--- config.mk ---
export PLATFORM = sky130hd
export DESIGN_NAME = pio_access_seq
export DESIGN_NICKNAME = d
export VERILOG_FILES = /design/src/rtl/pio_seq_pkg.sv /design/src/rtl/pio_ctrl_fsm.sv /design/src/rtl/pio_activity.sv /design/src/rtl/pio_slot_steer.sv /design/src/rtl/pio_access_seq.sv
export SDC_FILE = /design/constraint.sdc
export NUM_CORES = 1
export LEC_CHECK = 0
export BUFFER_PORTS_ARGS = -buffer_cell sky130_fd_sc_hd__buf_2
export CORE_MARGIN = 8
export CORE_UTILIZATION = 60
export CTS_BUF_LIST = sky130_fd_sc_hd__clkbuf_8
export CTS_CLUSTER_DIAMETER = 80
export CTS_CLUSTER_SIZE = 30
export DETAILED_ROUTE_END_ITERATION = 6
export PLACE_DENSITY = 0.95
export SLEW_MARGIN = 20
export SYNTH_ARGS = -nofsm -noshare
export SYNTH_HDL_FRONTEND = slang
export SYNTH_SLANG_ARGS = --single-unit
--- constraint.sdc ---
create_clock -name clk -period 4 [get_ports clk]
set_input_delay 0.2 -clock clk [delete_from_list [all_inputs] [get_ports clk]]
set_output_delay 0.2 -clock clk [all_outputs]
set_load 0.02 [all_outputs]
--- src/rtl/pio_seq_pkg.sv ---
package pio_seq_pkg;

    localparam int NCH        = 2;
    localparam int SEL_LSB    = 0;
    localparam int IC_BIT     = 2;
    localparam int CLR_BIT    = 7;

    typedef enum logic [2:0] {
        ST_IDLE,
        ST_CTRL1,
        ST_CTRL2,
        ST_INFO,
        ST_ACCESS,
        ST_HALT
    } state_t;

    typedef enum logic [1:0] {
        SEL_NONE = 2'b00,
        SEL_A    = 2'b01,
        SEL_B    = 2'b10,
        SEL_BOTH = 2'b11
    } sel_t;

endpackage

--- src/rtl/pio_ctrl_fsm.sv ---
module pio_ctrl_fsm
    import pio_seq_pkg::*;
#(
    parameter logic [7:0] CMD_CODE = 8'hF5
) (
    input  logic       clk,
    input  logic       rst_n,
    input  logic       bus_reset,
    input  logic       rx_valid,
    input  logic [7:0] rx_byte,
    output sel_t       sel,
    output logic       ic,
    output logic       act_clr,
    output logic       info_cap,
    output logic       info_valid,
    output logic       access_on
);

    state_t state, nxt;
    sel_t   rx_sel;

    assign rx_sel = sel_t'(rx_byte[SEL_LSB +: 2]);

    // state register
    always_ff @(posedge clk or negedge rst_n) begin
        if (!rst_n) state <= ST_IDLE;
        else        state <= nxt;
    end

    // next state and outputs
    always_comb begin
        nxt        = state;
        act_clr    = 1'b0;
        info_cap   = 1'b0;
        info_valid = 1'b0;
        access_on  = 1'b0;
        unique case (state)
            ST_IDLE: begin
                if (rx_valid) nxt = (rx_byte == CMD_CODE) ? ST_CTRL1 : ST_HALT;
            end
            ST_CTRL1: begin
                if (rx_valid) begin
                    if (rx_sel == SEL_NONE) begin
                        nxt = ST_HALT;
                    end else begin
                        nxt     = ST_CTRL2;
                        act_clr = rx_byte[CLR_BIT];
                    end
                end
            end
            ST_CTRL2: begin
                if (rx_valid) begin
                    nxt      = ST_INFO;
                    info_cap = 1'b1;
                end
            end
            ST_INFO: begin
                info_valid = 1'b1;
                nxt        = ST_ACCESS;
            end
            ST_ACCESS: access_on = 1'b1;
            ST_HALT:   nxt = ST_HALT;
        endcase
        if (bus_reset) begin
            nxt      = ST_IDLE;
            act_clr  = 1'b0;
            info_cap = 1'b0;
        end
    end

    // control byte capture
    always_ff @(posedge clk or negedge rst_n) begin
        if (!rst_n) begin
            sel <= SEL_NONE;
            ic  <= 1'b0;
        end else if (state == ST_CTRL1 && rx_valid && !bus_reset) begin
            sel <= rx_sel;
            ic  <= rx_byte[IC_BIT];
        end
    end

endmodule

--- src/rtl/pio_activity.sv ---
module pio_activity
    import pio_seq_pkg::*;
(
    input  logic           clk,
    input  logic           rst_n,
    input  logic [NCH-1:0] pins,
    input  logic           clr,
    output logic [NCH-1:0] act
);

    logic [NCH-1:0] prev_q;

    for (genvar g = 0; g < NCH; g++) begin : g_ch
        always_ff @(posedge clk or negedge rst_n) begin
            if (!rst_n) begin
                prev_q[g] <= 1'b0;
                act[g]    <= 1'b0;
            end else begin
                prev_q[g] <= pins[g];
                if (pins[g] != prev_q[g]) act[g] <= 1'b1;   // set wins
                else if (clr)             act[g] <= 1'b0;
            end
        end
    end

endmodule

--- src/rtl/pio_slot_steer.sv ---
module pio_slot_steer
    import pio_seq_pkg::*;
(
    input  logic           clk,
    input  logic           rst_n,
    input  logic           en,
    input  sel_t           sel,
    input  logic           ic,
    input  logic           slot_start,
    input  logic           slot_read,
    input  logic           slot_mid,
    input  logic           slot_wbit,
    input  logic           line_idle,
    input  logic [NCH-1:0] pins,
    output logic [NCH-1:0] ff,
    output logic           tx_bit
);

    logic           ph_q, cur_ch_q, cur_rd_q, cur_live_q;
    logic           hold_a_q, hold_b_q;
    logic           pend_v_q;
    logic [NCH-1:0] pend_mask_q, pend_val_q;
    logic           both, sync_md, slot_ch, mid_hit;
    logic [NCH-1:0] wr_mask, wr_val, ff_n;

    assign both    = (sel == SEL_BOTH);
    assign sync_md = both && ic;
    assign slot_ch = (sel == SEL_B) ? 1'b1 : (sel == SEL_A) ? 1'b0 : ph_q;
    assign mid_hit = en && slot_mid && cur_live_q && !cur_rd_q;

    always_comb begin
        wr_mask = '0;
        wr_val  = {NCH{slot_wbit}};
        if (sync_md) begin
            if (cur_ch_q) begin
                wr_mask = '1;
                wr_val  = {slot_wbit, hold_a_q};
            end
        end else begin
            wr_mask = NCH'(1) << cur_ch_q;
        end
    end

    always_comb begin
        ff_n = ff;
        if (en && line_idle && pend_v_q) begin
            for (int i = 0; i < NCH; i++)
                if (pend_mask_q[i]) ff_n[i] = pend_val_q[i];
        end
        if (mid_hit && slot_wbit) begin
            for (int i = 0; i < NCH; i++)
                if (wr_mask[i]) ff_n[i] = wr_val[i];
        end
    end

    always_ff @(posedge clk or negedge rst_n) begin
        if (!rst_n) begin
            ff          <= '0;
            tx_bit      <= 1'b0;
            ph_q        <= 1'b0;
            cur_ch_q    <= 1'b0;
            cur_rd_q    <= 1'b0;
            cur_live_q  <= 1'b0;
            hold_a_q    <= 1'b0;
            hold_b_q    <= 1'b0;
            pend_v_q    <= 1'b0;
            pend_mask_q <= '0;
            pend_val_q  <= '0;
        end else begin
            ff <= ff_n;
            if (!en) begin
                ph_q       <= 1'b0;
                cur_live_q <= 1'b0;
                pend_v_q   <= 1'b0;
            end else begin
                if (line_idle && pend_v_q) pend_v_q <= 1'b0;
                if (mid_hit) begin
                    cur_live_q <= 1'b0;
                    if (sync_md && !cur_ch_q) hold_a_q <= slot_wbit;
                    if (!slot_wbit && (wr_mask != '0)) begin
                        pend_v_q    <= 1'b1;
                        pend_mask_q <= wr_mask;
                        pend_val_q  <= wr_val;
                    end
                end
                if (slot_start) begin
                    cur_ch_q   <= slot_ch;
                    cur_rd_q   <= slot_read;
                    cur_live_q <= 1'b1;
                    if (both) ph_q <= ~ph_q;
                    if (slot_read) begin
                        if (sync_md && !slot_ch) begin
                            tx_bit   <= pins[0];
                            hold_b_q <= pins[1];
                        end else if (sync_md) begin
                            tx_bit <= hold_b_q;
                        end else begin
                            tx_bit <= pins[slot_ch];
                        end
                    end
                end
            end
        end
    end

endmodule

--- src/rtl/pio_access_seq.sv ---
module pio_access_seq
    import pio_seq_pkg::*;
#(
    parameter logic [7:0] CMD_CODE = 8'hF5
) (
    input  logic       clk,
    input  logic       rst_n,
    input  logic       bus_reset,
    input  logic       rx_valid,
    input  logic [7:0] rx_byte,
    input  logic       slot_start,
    input  logic       slot_read,
    input  logic       slot_mid,
    input  logic       slot_wbit,
    input  logic       line_idle,
    input  logic       pin_a,
    input  logic       pin_b,
    output logic       chan_ff_a,
    output logic       chan_ff_b,
    output logic       tx_bit,
    output logic [7:0] tx_info,
    output logic       tx_info_valid,
    output logic       access_on
);

    localparam int INFO_PAD = 8 - 3 * NCH;

    sel_t           sel;
    logic           ic, act_clr, info_cap;
    logic [NCH-1:0] pins, ff, act;

    assign pins      = {pin_b, pin_a};
    assign chan_ff_a = ff[0];
    assign chan_ff_b = ff[1];

    pio_ctrl_fsm #(.CMD_CODE(CMD_CODE)) u_fsm (
        .clk        (clk),
        .rst_n      (rst_n),
        .bus_reset  (bus_reset),
        .rx_valid   (rx_valid),
        .rx_byte    (rx_byte),
        .sel        (sel),
        .ic         (ic),
        .act_clr    (act_clr),
        .info_cap   (info_cap),
        .info_valid (tx_info_valid),
        .access_on  (access_on)
    );

    pio_slot_steer u_steer (
        .clk        (clk),
        .rst_n      (rst_n),
        .en         (access_on),
        .sel        (sel),
        .ic         (ic),
        .slot_start (slot_start),
        .slot_read  (slot_read),
        .slot_mid   (slot_mid),
        .slot_wbit  (slot_wbit),
        .line_idle  (line_idle),
        .pins       (pins),
        .ff         (ff),
        .tx_bit     (tx_bit)
    );

    pio_activity u_act (
        .clk   (clk),
        .rst_n (rst_n),
        .pins  (pins),
        .clr   (act_clr),
        .act   (act)
    );

    always_ff @(posedge clk or negedge rst_n) begin
        if (!rst_n)        tx_info <= '0;
        else if (info_cap) tx_info <= {{INFO_PAD{1'b0}}, act, pins, ff};
    end

endmodule

## Word-level counts from Yosys, hierarchy flattened

Index checks and enable logic that the tools add are counted.

- Register bits: 30
- Bits of input ports: 19

- Magnitude comparators: 1
- Equal/unequal tests: 17
- Shift operators: 1
- Multiplexer cells: 45
- Bitwise operators: 1
- Reduce and logical (&&, ||, !) cells: 31

Operators with widths:

| operator | number |
|---|---|
| 1-bit two-way mux | 34 |
| 3-bit two-way mux | 6 |
| 3-bit one-hot mux with 5 select lines | 1 |
| 1-bit logical AND | 13 |
| 3-bit inequality test (second input constant) | 4 |
| 3-bit AND reduction | 3 |
| 8-bit equality test (second input constant) | 1 |
| 2-bit two-way mux | 4 |
| 4-bit AND reduction | 2 |
| 3-bit by 2-bit equality test with 1-bit output (second input constant) | 2 |
| 3-bit equality test (second input constant) | 2 |
| 2-bit nonzero test | 3 |
| 6-bit nonzero test | 1 |
| 1-bit zero test | 5 |
| 2-bit equality test (second input constant) | 2 |
| 2-bit inequality test (second input constant) | 2 |
| 2-bit AND reduction | 2 |
| 3-bit by 1-bit equality test with 1-bit output (second input constant) | 1 |
| 3-bit zero test | 1 |
| 2-bit by 1-bit equality test with 1-bit output (second input constant) | 1 |
| 2-bit zero test | 1 |
| 1-bit by 2-bit less-than comparator with 1-bit output (second input constant) | 1 |
| 1-bit inequality test | 2 |
| 1-bit by 1-bit left shift with 2-bit output (first input constant) | 1 |
| 1-bit inverter | 1 |

## Logic depth before layout (Yosys ltp)

- Depth in word-level cells: 8
- Depth in mapped cells: 6
- Gate-level depth less buffers: 5

## Modules after synthesis

From an unflattened synthesis, not the netlist that was laid out.

- Cell total of the unflattened synthesis: 129
- Area total of the unflattened synthesis: 1478.9 sq um

By module, submodules not included:

| module | instances | cells an instance | area an instance (sq um) | sequential area each (sq um) |
|---|---|---|---|---|
| pio_slot_steer | 1 | 70 | 714.4 | 350.3 |
| pio_ctrl_fsm | 1 | 33 | 359.1 | 150.1 |
| pio_access_seq | 1 | 16 | 270.3 | 150.1 |
| pio_activity | 1 | 10 | 135.1 | 100.1 |

## Worst setup path after synthesis

Ideal clock, no wire load.

- Path kind: reg2reg
- Start point: register u_fsm.sel[1]
- End point: register u_steer.pend_mask_q[0]
- Library setup time: 0.125 ns
- Data arrival time: 1.443 ns
- Slack: 2.432 ns
- Stages on the path, launching flop included: 7
- Clock period less this slack: 1.568 ns
- Cells stage by stage: dfrtp_1 > clkbuf_1 > and3_1 > ha_1 > nor2_1 > nand3_4 > mux2_4

- Word-level cells in the longest chain between the ends: 6

Ends and longest elaborated chain:

| item | line | source |
|---|---|---|
| start, declared | pio_ctrl_fsm.sv:11 | `output sel_t sel,` |
| start signal, assigned | pio_ctrl_fsm.sv:77 | `sel <= rx_sel;` |
| 2-bit equality test (*) | pio_slot_steer.sv:26 | `assign both = (sel == SEL_BOTH);` |
| 1-bit logical AND (*) | pio_slot_steer.sv:27 | `assign sync_md = both && ic;` |
| 2-bit two-way mux (*) | pio_slot_steer.sv:34 | `if (sync_md) begin` |
| 2-bit nonzero test | pio_slot_steer.sv:80 | `if (!slot_wbit && (wr_mask != '0)) begin` |
| 1-bit logical AND | pio_slot_steer.sv:80 |  |
| 3-bit AND reduction (no line) | n/a |  |
| end signal, assigned | pio_slot_steer.sv:82 | `pend_mask_q <= wr_mask;` |
| end, declared | pio_slot_steer.sv:22 | `logic [NCH-1:0] pend_mask_q, pend_val_q;` |

Every way passes the cells marked *; elsewhere a longest branch is shown, timed or not.
A chain may end at the register's enable or synchronous reset.

## Final worst setup path

- Start point: register u_fsm.state[0]
- End point: output port access_on

- Word-level cells in the longest chain between the ends: 2

Ends and longest elaborated chain:

| item | line | source |
|---|---|---|
| start, declared | pio_ctrl_fsm.sv:19 | `state_t state, nxt;` |
| start signal, assigned | pio_ctrl_fsm.sv:27 | `else state <= nxt;` |
| 3-bit equality test | pio_ctrl_fsm.sv:37 | `unique case (state)` |
| 1-bit two-way mux | pio_ctrl_fsm.sv:37 |  |
| end, declared | pio_access_seq.sv:23 | `output logic access_on` |

No other way between the ends.

==> summary.txt <==
Outcome
  • Run status: finished clean

Clock network
  • CTS tree: built
  • # H-tree levels: 2
  • CTS buffer count: 5
  • Sink Count: 30
  • Clock transition at the registers of the reported paths: 0.07 ns
  • CTS root buf: clkbuf_8
  • Post-CTS resize count: 0
  • Clock buffer depth: 2
  • Clock Latency Late Sink: 0.29 ns

Pwr
  • VDD IR max: 354 uV
  • Leakage power: 0.845 nW
  • Final Power: 851 uW
  • Pwr/cell area: 477 nW/um2

Setup path
  • Slowest stage delay, CP: 0.54 ns
  • Crit path max-delay family: simple AND/OR/NAND/NOR gates
  • Crit-path slowest cell: or3b_1
  • WS Path Type: reg -> out
  • Critical Path Start Type: flop
  • Worst path arrival time: 1.62 ns
  • CP max FO: 11
  • Worst Path Required: 3.80 ns
  • CP Capture Type: primary output
  • CP cell instances: or3b_1, inv_8, buf_2
  • Crit path buffers/inverters: 2

Synth
  • Seq/Total Area, Yosys: 0.491
  • Yosys top cell area share: 0.491
  • Syn Area/Cell: 11.7 um2
  • Count of cell types in the netlist: 46
  • Yosys reg bits: 30
  • Largest cells by area after synthesis: dfrtp_1 (49%), mux2_2 (8.1%), mux2_4 (4.9%)
  • Cell area after synthesis: 1530 um2
  • Main synth FF type: dfrtp_1
  • Synth warn: 0
  • Most area-hungry cell type in the Yosys netlist: dfrtp_1
  • Commonest cells in the netlist: dfrtp_1 (30), mux2_2 (11), nand4_1 (8)
  • Number of flops mapped to enable cells by yosys: 0
  • Async S/R FF share, synth: 1.00
  • Most frequent cell after synthesis: dfrtp_1
  • Syn Inst Count: 131

Finish
  • Storage element area: 751 um2
  • Antenna Cells: 0
  • Filler cells: 187
  • Final net count: 185
  • Synth-to-Final Area Change: 16.6%
  • Share of cells above drive strength 1: 0.370
  • Non-filler cells, final: 195
  • Multi-input gate area: 712 um2

Min path
  • Hold Crit Class: in -> reg

Route
  • Routed WL: 3.29 mm
  • DRC errors left: 0
  • Post-DRT Antenna Nets: 0
  • 1st-pass router iterations: 4
  • Via/cell ratio: 5.92
  • Routed wire per std cell: 16.9 um
  • Detailed Route Iter0 Violations: 72
  • Via count: 1155

Place
  • PortBufs: 29
  • Final GP Congestion: 0.829
  • Dpl cells: 186
  • Pre-CTS WS: 2.30 ns
  • DP HPWL: 2.52 mm

Timing
  • # setup viols final: 0
  • Final period util: 0.455
  • Setup TNS: 0 ns
  • Hold Fails Final Rpt: 0
  • Setup ws final: 2.18 ns
  • RSZ-0062 raised after global routing: false
  • Worst rel slew slack: 0.572
  • Slew Limit Fails: 0
  • Tmin final: 1.82 ns
  • Fmax: 549 MHz
  • Tightest Pin Transition: 0.642 ns
  • Post-route clock skew: 0.00566 ns

Floorplan
  • Die height: 66.5 um
  • DIE WIDTH: 66.5 um
  • Initial Util: 0.623
  • Core area: 2450 um2
  • Num rows: 18
  • I/O pins: 32
  • Die ar.: 4420 um2

Global route
  • GRT overflow: 0
  • GRT Overall Usage: 0.166
  • Vias in the first global route: 1212
  • First-pass GRT wire length: 5.51 mm
  • Largest net degree at the start of global routing: 31
  • Initial antenna violation count: 0

Job
  • Max-Cap Viols: 0
[report_power, final]
group | internal (mW) | switching (mW)
Clock | 0.136 | 0.114
Sequential | 0.355 | 0.0532
Combinational | 0.0869 | 0.107
Total | 0.578 | 0.273
[cells in the final DEF (no fill, tap or decap), types with 5 or more instances in the layout]
master / n
a21oi_1: 5
buf_2: 29
clkbuf_8: 6
dfrtp_1: 30
inv_1: 8
mux2_2: 11
mux2_4: 5
nand3_1: 5
nand4_1: 8
o21ai_0: 7
[metal layers]
layer / share of wire / vias to the layer above / global-route usage
li1: - / 543 / -
met1: 0.41 / 565 / 0.194
met2: 0.50 / 37 / 0.256
met3: 0.067 / 10 / 0.0570
met4: 0.025 / 0 / 0.0987
met5: 0 / - / 0
[cells by family (layout without fill, tap and decap cells)]
family,count (synthesis),count (layout),synth area share
AND/OR/NAND/NOR,43,43,0.200
flip-flops,30,30,0.491
adder cells (fa/ha/maj),2,2,0.0164
AO/OA/AOI/OAI,22,22,0.0891
XOR/XNOR,3,3,0.0172
buffers and inverters,13,46,0.0466
other,1,2,0.00245
multiplexers,17,17,0.137
[through the flow]
stage / area (um2) / util / hold slack, ns
final: 1780 / 0.727 / 0.100
after global routing: 1780 / 0.727 / 0.0940
after CTS: 1780 / 0.727 / 0.0979
after detailed placement: 1680 / 0.686 / 0.261
after global placement: 1680 / 0.686 / 0.256
after floorplan: 1530 / - / -0.0956
[path summary, 6_finish.rpt]
check / from / to / slack [ns] / cells past startpoint
worst max-delay path: u_fsm.state[0]$_DFFE_PN0P_ / access_on / 2.18 / 3
worst min-delay path: pin_a / u_act.prev_q[0]$_DFF_PN0_ / 0.10 / 1
worst max register to register: u_fsm.state[0]$_DFFE_PN0P_ / u_steer.pend_mask_q[0]$_DFFE_PN0P_ / 2.31 / 4
worst min register to register: u_act.act[1]$_DFFE_PN0P_ / u_act.act[1]$_DFFE_PN0P_ / 0.48 / 1
max in group asynchronous: rst_n / tx_info[2]$_DFFE_PN0P_ / 3.11 / 2
min in group asynchronous: rst_n / u_steer.pend_val_q[1]$_DFFE_PN0P_ / 0.47 / 2
[flip-flops by register name, summed over array words and instances, names as in the netlist, 2 cells and up]
name                 flops
tx_info                  6
u_fsm.sel                2
u_steer.pend_mask_q      2
u_act.act                2
u_steer.ff               2
u_act.prev_q             2
u_fsm.state              3
u_steer.pend_val_q       2
[repair_timing]
item,4_1_cts,5_1_grt
setup buffers,0,0
hold buffers,1,0
hold endpoints to repair,30,0
[final cells by class]
cell class	instances	share of cell area
clock inverter	2	0.00491
multi-input combinational	89	0.399
timing repair buffer	30	0.0870
inverter	8	0.0210
clock buffer	6	0.0463
tap	30	0.0210
sequential	30	0.421
(Power assumes the default switching activity.)
